File: src/rtl/ntsc_pkg.sv
package ntsc_pkg;
  typedef enum logic [2:0] {
    M_VID_ALL = 3'd0,
    M_VID_ONE = 3'd1,
    M_VSYNC   = 3'd2,
    M_POST    = 3'd3
  } mode_e;

  typedef enum logic [1:0] {
    C_SYNC  = 2'd0,
    C_BLANK = 2'd1,
    C_PIX   = 2'd2
  } cls_e;

  localparam logic [1:0] LVL_SYNC  = 2'b00;
  localparam logic [1:0] LVL_BLANK = 2'b01;
  localparam logic [1:0] LVL_WHITE = 2'b11;
endpackage

File: src/rtl/ntsc_line_seq.sv
module ntsc_line_seq
  import ntsc_pkg::*;
#(
  parameter int LINE_LEN   = 473,
  parameter int VID_LINES  = 247,
  parameter int VS_LINES   = 3,
  parameter int POST_LINES = 12,
  parameter int SW         = 9,
  parameter int LW         = 9
) (
  input  logic          clk,
  input  logic          rst_n,
  input  logic          tick,
  input  logic [LW-1:0] line_sel,
  input  logic          flip,
  output mode_e         mode,
  output logic [LW-1:0] line,
  output logic [SW-1:0] samp,
  output logic          buf_sel,
  output logic          win_strobe
);
  int  lim;
  logic eol, last_line;

  always_comb begin
    case (mode)
      M_VID_ALL, M_VID_ONE: lim = VID_LINES;
      M_VSYNC:              lim = VS_LINES;
      M_POST:               lim = POST_LINES;
      default:              lim = 1;
    endcase
  end

  assign eol       = (int'(samp) == LINE_LEN - 1);
  assign last_line = (int'(line) == lim - 1);

  always_ff @(posedge clk) begin
    if (!rst_n) begin
      mode       <= M_VID_ALL;
      line       <= '0;
      samp       <= '0;
      buf_sel    <= 1'b0;
      win_strobe <= 1'b0;
    end else begin
      win_strobe <= 1'b0;
      case (mode)
        M_VID_ALL, M_VID_ONE, M_VSYNC, M_POST: begin
          if (tick) begin
            if (eol) begin
              samp <= '0;
              if (last_line) begin
                line <= '0;
                case (mode)
                  M_VSYNC: begin
                    mode       <= M_POST;
                    win_strobe <= 1'b1;
                  end
                  M_POST: begin
                    mode    <= (line_sel != '0) ? M_VID_ONE : M_VID_ALL;
                    buf_sel <= flip;
                  end
                  default: mode <= M_VSYNC;
                endcase
              end else begin
                line <= line + LW'(1);
              end
            end else begin
              samp <= samp + SW'(1);
            end
          end
        end
        default: begin
          mode    <= M_VID_ALL;
          line    <= '0;
          buf_sel <= 1'b0;
        end
      endcase
    end
  end

  assert_samp_range_R1: assert property (@(posedge clk) disable iff (!rst_n)
    int'(samp) < LINE_LEN);

  assert_line_range_R4: assert property (@(posedge clk) disable iff (!rst_n)
    int'(line) < lim);

  assert_strobe_once_R10: assert property (@(posedge clk) disable iff (!rst_n)
    win_strobe |=> !win_strobe);

  assert_strobe_place_R10: assert property (@(posedge clk) disable iff (!rst_n)
    win_strobe |-> (mode == M_POST && line == '0 && samp == '0));

  assert_buf_at_field_R9: assert property (@(posedge clk) disable iff (!rst_n)
    (buf_sel != $past(buf_sel)) |-> ($past(mode) == M_POST && line == '0 && samp == '0));
endmodule

File: src/rtl/ntsc_tmpl.sv
module ntsc_tmpl
  import ntsc_pkg::*;
#(
  parameter int LINE_LEN     = 473,
  parameter int SYNC_END     = 37,
  parameter int PIX_AFTER    = 160,
  parameter int ACT_END      = 400,
  parameter int VS_PULSE_AT  = 236,
  parameter int VS_PULSE_LEN = 10,
  parameter int VS_TAIL      = 5,
  parameter int SW           = 9,
  parameter int LW           = 9
) (
  input  logic          clk,
  input  logic          rst_n,
  input  logic          tick,
  input  mode_e         mode,
  input  logic [LW-1:0] line,
  input  logic [SW-1:0] samp,
  input  logic          vid_en,
  input  logic [LW-1:0] line_sel,
  output cls_e          cls_q
);
  int   s;
  logic show;
  cls_e cls_d;

  assign s = int'(samp);

  always_comb begin
    show  = (mode == M_VID_ALL) ? vid_en : (line_sel == line + LW'(1));
    cls_d = C_SYNC;
    case (mode)
      M_VID_ALL, M_VID_ONE: begin
        if (s < SYNC_END)                               cls_d = C_SYNC;
        else if (show && s > PIX_AFTER && s < ACT_END)  cls_d = C_PIX;
        else                                            cls_d = C_BLANK;
      end
      M_VSYNC: begin
        if ((s >= VS_PULSE_AT && s < VS_PULSE_AT + VS_PULSE_LEN) ||
            s >= LINE_LEN - VS_TAIL)                    cls_d = C_BLANK;
        else                                            cls_d = C_SYNC;
      end
      M_POST:  cls_d = (s < SYNC_END) ? C_SYNC : C_BLANK;
      default: cls_d = C_SYNC;
    endcase
  end

  always_ff @(posedge clk) begin
    if (!rst_n)    cls_q <= C_SYNC;
    else if (tick) cls_q <= cls_d;
  end

  assert_no_pix_off_R6: assert property (@(posedge clk) disable iff (!rst_n)
    (tick && (mode == M_VSYNC || mode == M_POST)) |=> (cls_q != C_PIX));
endmodule

File: src/rtl/ntsc_pix_store.sv
module ntsc_pix_store #(
  parameter int DEPTH = 512,
  parameter int AW    = 9
) (
  input  logic          clk,
  input  logic          rst_n,
  input  logic          tick,
  input  logic          wr_en,
  input  logic          wr_buf,
  input  logic [AW-1:0] wr_addr,
  input  logic          wr_data,
  input  logic          rd_buf,
  input  logic [AW-1:0] rd_addr,
  output logic          pix_q
);
  logic [1:0] rd_bit;

  for (genvar b = 0; b < 2; b++) begin : g_bank
    logic mem [DEPTH];
    always_ff @(posedge clk) begin
      if (wr_en && (wr_buf == 1'(b))) mem[wr_addr] <= wr_data;
    end
    assign rd_bit[b] = mem[rd_addr];
  end

  always_ff @(posedge clk) begin
    if (!rst_n)    pix_q <= 1'b0;
    else if (tick) pix_q <= rd_bit[rd_buf];
  end
endmodule

File: src/rtl/ntsc_mono_gen.sv
module ntsc_mono_gen
  import ntsc_pkg::*;
#(
  parameter int LINE_LEN     = 473,
  parameter int SYNC_END     = 37,
  parameter int PIX_AFTER    = 160,
  parameter int ACT_END      = 400,
  parameter int VS_PULSE_AT  = 236,
  parameter int VS_PULSE_LEN = 10,
  parameter int VS_TAIL      = 5,
  parameter int VID_LINES    = 247,
  parameter int VS_LINES     = 3,
  parameter int POST_LINES   = 12,
  parameter int STORE_DEPTH  = 512,
  parameter int LW = $clog2(VID_LINES + VS_LINES + POST_LINES + 1),
  parameter int AW = $clog2(STORE_DEPTH)
) (
  input  logic          clk,
  input  logic          rst_n,
  input  logic          tick,
  input  logic          vid_en,
  input  logic [LW-1:0] line_sel,
  input  logic          flip,
  input  logic          pix_wr_en,
  input  logic          pix_wr_buf,
  input  logic [AW-1:0] pix_wr_addr,
  input  logic          pix_wr_data,
  output logic [1:0]    level,
  output logic          win_strobe
);
  localparam int SW = $clog2(LINE_LEN);

  mode_e         mode;
  logic [LW-1:0] line;
  logic [SW-1:0] samp;
  logic          buf_sel;
  cls_e          cls_q;
  logic          pix_q;

  ntsc_line_seq #(
    .LINE_LEN(LINE_LEN), .VID_LINES(VID_LINES), .VS_LINES(VS_LINES),
    .POST_LINES(POST_LINES), .SW(SW), .LW(LW)
  ) u_seq (
    .clk(clk), .rst_n(rst_n), .tick(tick), .line_sel(line_sel), .flip(flip),
    .mode(mode), .line(line), .samp(samp), .buf_sel(buf_sel),
    .win_strobe(win_strobe)
  );

  ntsc_tmpl #(
    .LINE_LEN(LINE_LEN), .SYNC_END(SYNC_END), .PIX_AFTER(PIX_AFTER),
    .ACT_END(ACT_END), .VS_PULSE_AT(VS_PULSE_AT), .VS_PULSE_LEN(VS_PULSE_LEN),
    .VS_TAIL(VS_TAIL), .SW(SW), .LW(LW)
  ) u_tmpl (
    .clk(clk), .rst_n(rst_n), .tick(tick), .mode(mode), .line(line),
    .samp(samp), .vid_en(vid_en), .line_sel(line_sel), .cls_q(cls_q)
  );

  ntsc_pix_store #(.DEPTH(STORE_DEPTH), .AW(AW)) u_store (
    .clk(clk), .rst_n(rst_n), .tick(tick),
    .wr_en(pix_wr_en), .wr_buf(pix_wr_buf), .wr_addr(pix_wr_addr),
    .wr_data(pix_wr_data), .rd_buf(buf_sel), .rd_addr(AW'(samp)),
    .pix_q(pix_q)
  );

  always_comb begin
    if (cls_q == C_SYNC)             level = LVL_SYNC;
    else if (cls_q == C_PIX && pix_q) level = LVL_WHITE;
    else                             level = LVL_BLANK;
  end

  assert_no_code2_R2: assert property (@(posedge clk) disable iff (!rst_n)
    level != 2'b10);

  assert_hold_between_ticks_R11: assert property (@(posedge clk) disable iff (!rst_n)
    !tick |=> $stable(level));
endmodule

File: config.mk
export PLATFORM = sky130hd
export DESIGN_NAME = ntsc_mono_gen
export DESIGN_NICKNAME = d
export VERILOG_FILES = /design/src/rtl/ntsc_pkg.sv /design/src/rtl/ntsc_line_seq.sv /design/src/rtl/ntsc_tmpl.sv /design/src/rtl/ntsc_pix_store.sv /design/src/rtl/ntsc_mono_gen.sv
export SDC_FILE = /design/constraint.sdc
export NUM_CORES = 1
export LEC_CHECK = 0
export ABC_AREA = 1
export BUFFER_PORTS_ARGS = -buffer_cell sky130_fd_sc_hd__buf_2
export CORE_MARGIN = 2
export CORE_UTILIZATION = 25
export DETAILED_ROUTE_END_ITERATION = 12
export GPL_TIMING_DRIVEN = 0
export PLACE_DENSITY = 0.37
export SLEW_MARGIN = 10
export SYNTH_ARGS = -nofsm -noshare
export SYNTH_HDL_FRONTEND = slang
export SYNTH_SLANG_ARGS = --single-unit
File: constraint.sdc
create_clock -name clk -period 1.9 [get_ports clk]
set_input_delay 0.095 -clock clk [delete_from_list [all_inputs] [get_ports clk]]
set_output_delay 0.095 -clock clk [all_outputs]
set_load 0.02 [all_outputs]
After elaboration in Yosys (flattened, before gate mapping)

Memories as Yosys holds them, arrays and structs flattened. A register that Yosys moved wholly into a read port is not among the register bits.
Index checks and enable logic that the tools add are counted.
Widths: inputs -> output; s select.

Add/subtract/negate cells: 3
$lt $le $gt $ge: 7
Equality and inequality tests: 7
Muxes and demuxes: 24
Bitwise gates (word level): 1
Reduce and logical (&&, ||, !) cells: 18

Operators with widths:

| kind                | count |
|---|---|
| $mux 9              | 6 |
| $eq 10x32->1        | 1 |
| $pmux 8 s3          | 1 |
| $add 9x1->9 const B | 2 |
| $mux 1              | 11 |
| $eq 9x7->1 const B  | 1 |
| $eq 9x9->1          | 1 |
| $ge 9x8->1 const B  | 1 |
| $ge 9x9->1 const B  | 1 |
| $gt 9x8->1 const B  | 1 |
| $lt 9x6->1 const B  | 1 |
| $lt 9x8->1 const B  | 1 |
| $lt 9x9->1 const B  | 1 |
| $reduce_bool 9->1   | 1 |
| $sub 8x1->9 const B | 1 |
| $mux 2              | 4 |
| $eq 3x2->1 const B  | 2 |
| $logic_and 1x1->1   | 6 |
| $pmux 2 s3          | 1 |
| $pmux 3 s2          | 1 |
| $reduce_and 2->1    | 3 |
| $reduce_and 5->1    | 1 |
| $reduce_and 4->1    | 1 |
| $reduce_or 4->1     | 1 |
| other kinds (9)     | 9 |

Register bits after elaboration: 26
RAM bits: 1024
Input bits: 26
Output and inout port bits: 3
Word-level logic and storage cells: 69
Memories: 2

Memory list:

| memory                | depth | bits a word | read ports | clocked after memory_dff | wr ports | line                 | text |
|---|---|---|---|---|---|---|---|
| u_store.g_bank[0].mem | 512   | 1           | 1          | 1                        | 1        | ntsc_pix_store.sv:19 | `logic mem [DEPTH];` |
| u_store.g_bank[1].mem | 512   | 1           | 1          | 1                        | 1        | ntsc_pix_store.sv:19 |  |

Logic depth before layout (Yosys ltp)

Word-level depth: 8
Depth in mapped cells: 18

Modules after synthesis

Synthesis repeated with hierarchy kept, for this count alone.

Cells, all modules: 5013
Area total of the unflattened synthesis: 49567.5 um^2

By module, submodules not included:

| module         | times used | cells each | area an instance (um^2) | sequential area each (um^2) |
|---|---|---|---|---|
| ntsc_pix_store | 1          | 4721       | 47772.1                 | 30769.5 |
| ntsc_line_seq  | 1          | 168        | 1194.9                  | 440.4 |
| ntsc_tmpl      | 1          | 121        | 586.8                   | 40.0 |
| ntsc_mono_gen  | 1          | 3          | 13.8                    | 0.0 |

Worst setup path before layout

OpenSTA, ideal clock, no wires.

Path kind: flip-flop to flip-flop
From: register u_seq.mode[1]
To: register u_seq.buf_sel
Library setup time: 0.119 ns
Arrival: 1.661 ns
Data required time: 1.781 ns
Setup slack: 0.119 ns
Stages on the path, launching flop included: 11
Buffers on the path: 1
Clock period less this slack: 1.781 ns
Cells stage by stage: dfxtp_1 > clkbuf_1 > ha_1 > nor3_1 > a31oi_1 > nor3_1 > nand2_1 > nor3_1 > nand2_1 > o21ai_0 > a21oi_1

Longest elaborated chain between the ends: 6
Elaborated cells between the ends (all ways): 11
Those cells by class: add/sub: 1; eq/ne: 4; mux: 1; reduce/logical: 5

Ends and longest elaborated chain:

| element                                              | line                                     | text |
|---|---|---|
| from (decl)                                          | ntsc_line_seq.sv:16                      | `output mode_e mode,` |
| from (signal assigned)                               | ntsc_line_seq.sv:59                      | `mode <= (line_sel != '0) ? M_VID_ONE : M_VID_ALL;` |
| $eq 3x1->1 / $logic_not 3->1 (equally long branches) | ntsc_line_seq.sv:26, ntsc_line_seq.sv:46 |  |
| $reduce_or 2->1                                      | ntsc_line_seq.sv:26                      | `case (mode)` |
| $pmux 8 s3                                           | ntsc_line_seq.sv:26                      |  |
| $sub 8x1->9                                          | ntsc_line_seq.sv:35                      | `assign last_line = (int'(line) == lim - 1);` |
| $eq 10x32->1                                         | ntsc_line_seq.sv:35                      |  |
| $reduce_and 4->1 (no line)                           | -                                        |  |
| to (signal assigned)                                 | ntsc_line_seq.sv:60                      | `buf_sel <= flip;` |
| to (decl)                                            | ntsc_line_seq.sv:19                      | `output logic buf_sel,` |

Several ways; a longest one is shown, not always the timed one.
A chain may end at the register's enable or synchronous reset.

==> results.cfg <==
[outcome]
status = finished, violations left
violations = setup timing

[timing]
rsz0062_at_grt = yes
setup_viol = 14
worst_pin_slew_ps = 1380
maxSlewHeadroom_pct = 7.93
finClkSkew_ps = 28.1
final_max_slew_viol_count = 0
final_hold_viol_count = 0
fmax_mhz = 382
min_period_over_period_pct = 138
period_minus_slack_ps = 2620
hold-worst-slack_ps = 4.70
setup_ws_ps = -717

[critical_path]
critical_path.most_common_cell = nand3_1
crit_required_ps = 2630
path_cells = inv_1 -> clkbuf_4 -> buf_4 -> nand3_1 -> nand3_2 -> nand3_2 -> nand3_1 -> nand3_2 -> nand3_4 -> nand2_8 -> nand2_1 -> nand3_1 -> nand3_1 -> nand2_1 -> inv_1
crit_type = register to register
path_max_fanout = 10
crit_family = simple AND/OR/NAND/NOR gates
crit_arrival_ps = 3350
crit_slowest_cell = buf_4
worstSetupStartpointType = register
slowest_delay_ps = 430
cp-end-kind = register
worst-path-buf-inv = 4

[final_layout]
area_growth_pct = 21.6
fillers = 20700
fin_cells = 7920
drive_above_1_share_pct = 13.2
fin_nets = 5204
multiInputGateArea_mm2 = 0.0160
seq_area_mm2 = 0.0315

[yosys]
post-synth-top-count-cell = nand2_1
synth-main-ff-cell = edfxtp_1
yosys-top-cells-count = 1,127 x nand2_1, 1,045 x nor3_1, 1,028 x nand3_1
synthArstFlopShare_pct = 0
netlist.area_leader.share_pct = 62.3
synth-seq-cells = 1058
syn_avg_cell_area_um2 = 9.96
synth-seq-area-share_pct = 63.6
ys_warn_count = 0
netlist_area_mm2 = 0.0494
synthTopCellsByArea = edfxtp_1 62%, nor3_1 11%, nand3_1 10%
syn_inst = 4956
synthesis.nets = 4987
synth_area_leader_cell = edfxtp_1
synth_edf_count = 1024
ys_types = 29

[global_routing]
overflow = 0
grt_max_degree = 141
grt_antenna_before_repair = 13
grt_pass1_wl_um = 372000
track_usage_pct = 27.5
grt_pass1_vias = 40300

[routing]
post_drt_wl_per_cell_um = 35.4
drtIter0Drc = 6181
vias_per_cell = 5.45
vias = 43200
dr.pass1.iters = 6
routed_wl_um = 280000
ant_nets = 0
drcViolationCount = 0

[place]
dp_slack_ps = -2360
io_buffers = 28
post-place-cells = 7647
place_congestion = 0.921
dp_hpwl_um = 185000

[floorplanning]
die_area_mm2 = 0.201
die_h_um = 448
core-area_mm2 = 0.197
initial_core_util_pct = 25.1
die_x_um = 448
num_io_pins = 29
fp-row-count = 163

[clock_tree]
cts-buffers-inserted = 132
h-tree-depth = 4
clk-insertion-delay-late_ps = 810
cts_max_path_buffers = 3
clk_pin_slew_worst_paths_ps = 60
clockRootBuffer = clkbuf_16
cts_sinks = 1058
cts_tree = done

[min_path]
hold_class = input port to register

[job]
cap_violations = 0

[power_and_ir_drop]
fin_total_pwr_mw = 56.9
power.leakage_nw = 19.2
irDropWorstVdd_v = 0.000815
p_per_area_mw_per_mm2 = 947
-- what timing repair did --
item / 4_1_cts / 5_1_grt
cloned: 5 / 0
gates resized for setup: 536 / 76
pin swaps: 42 / 21
hold endpoints to repair: 84 / 0
buffers inserted: 10 / 5
setup endpoints to repair: 236 / 65
hold buffers: 15 / 0
-- cell usage in the layout, fill, tap and decap left out, types with 4 or more instances in the layout --
master	Yosys	final
buf_6	36	68
o21ai_1	0	5
buf_16	0	19
nor2_1	37	31
clkbuf_16	0	139
o21ai_0	14	8
xnor2_1	6	5
dfxtp_4	0	6
buf_8	0	41
nand3_2	0	82
clkbuf_4	0	14
inv_2	2	6
clkinv_1	0	31
inv_1	50	42
buf_2	134	35
buf_1	26	10
nor2_2	0	5
nand3_1	1028	932
nand3_4	0	14
nand4_1	6	6
dfxtp_2	0	8
clkinv_2	0	12
nor3_2	0	8
nor3_1	1045	1037
clkbuf_8	0	4
bufinv_16	0	6
a21oi_1	20	18
edfxtp_1	1024	1024
nand2_2	0	6
clkbuf_1	317	249
nand2_4	0	4
o22ai_1	6	6
dlygate4sd3_1	0	14
diode_2	0	11
nand2_1	1127	1116
buf_4	16	66
buf_12	0	40
dfxtp_1	34	20
clkbuf_2	0	87
a211oi_1	4	4
-- stage by stage --
stage	utilization, %	area (µm²)	TNS, ps
2_1_floorplan	-	49400	0
3_3_place_gp	26.8	52800	-
3_5_place_dp	27.2	53500	-726340
4_1_cts	30.4	59800	-827
5_1_grt	30.5	60100	-1960
6_report	30.5	60100	-1040
-- report_power, final --
| part | leakage [nW] | total (mW) | internal, mW | switching [mW] |
|---|---|---|---|---|
| Combinational | 7.79 | 6.41 | 1.56 | 4.85 |
| Sequential | 9.48 | 25.6 | 25.6 | 0.0157 |
| Clock | 1.97 | 24.9 | 14.2 | 10.7 |
| Total | 19.2 | 56.9 | 41.3 | 15.6 |
-- layout make-up --
type                            instances  share of cell area (%)
Clock buffer                          177                    6.06
Tap cell                             2640                    5.50
Clock inverter                         53                   0.652
Antenna cell                           11                  0.0458
Inverter                               53                   0.381
Timing Repair Buffer                   86                    1.84
Multi-Input combinational cell       3316                    26.7
Sequential cell                      1058                    52.4
Buffer                                526                    6.48
-- final timing paths --
kind | from | end | slack (ps) | cells after the start
setup / recovery | register | u_store.pix_q | -720 | 15
hold / removal | line_sel[2] | u_tmpl.cls_q[1] | 5 | 8
setup reg to reg | register | u_store.pix_q | -720 | 15
hold reg to reg | u_seq.samp[4] | register | 480 | 1
-- kinds of logic after synthesis --
family                   Yosys count  synth area share, %
other                              1              0.00759
XOR/XNOR                          10                0.177
flip-flops                      1058                 63.6
AO/OA/AOI/OAI                     51                0.588
AND/OR/NAND/NOR                 3249                 30.0
adder cells (fa/ha/maj)            5                0.127
buffers and inverters            582                 5.44
-- worst register-to-register path: stages, from the launching register on --
cell,delay [ps]
dfxtp_2,360
inv_1,80
clkbuf_4,320
buf_4,440
nand3_1,210
nand3_2,120
nand3_2,120
nand3_1,150
nand3_2,100
nand3_4,240
nand2_8,120
nand2_1,80
nand3_1,60
nand3_1,70
nand2_1,50
inv_1,40
-- state kept, by name (all words and copies together) (netlist names), named ones only --
name / flops
u_seq.line: 9
u_tmpl.cls_q: 2
u_seq.buf_sel: 1
u_seq.win_strobe: 1
u_store.pix_q: 1
u_seq.mode: 2
u_seq.samp: 9
u_store.g_bank.mem: 1024
-- metal layers --
metal	up-vias	track usage (%)	part of all wire [%]
li1	18200	-	-
met1	22100	37.2	42
met2	2332	41.4	43
met3	484	5.06	8.6
met4	2	15.1	6.2
met5	-	0	0.0046
(Power assumes the default switching activity.)
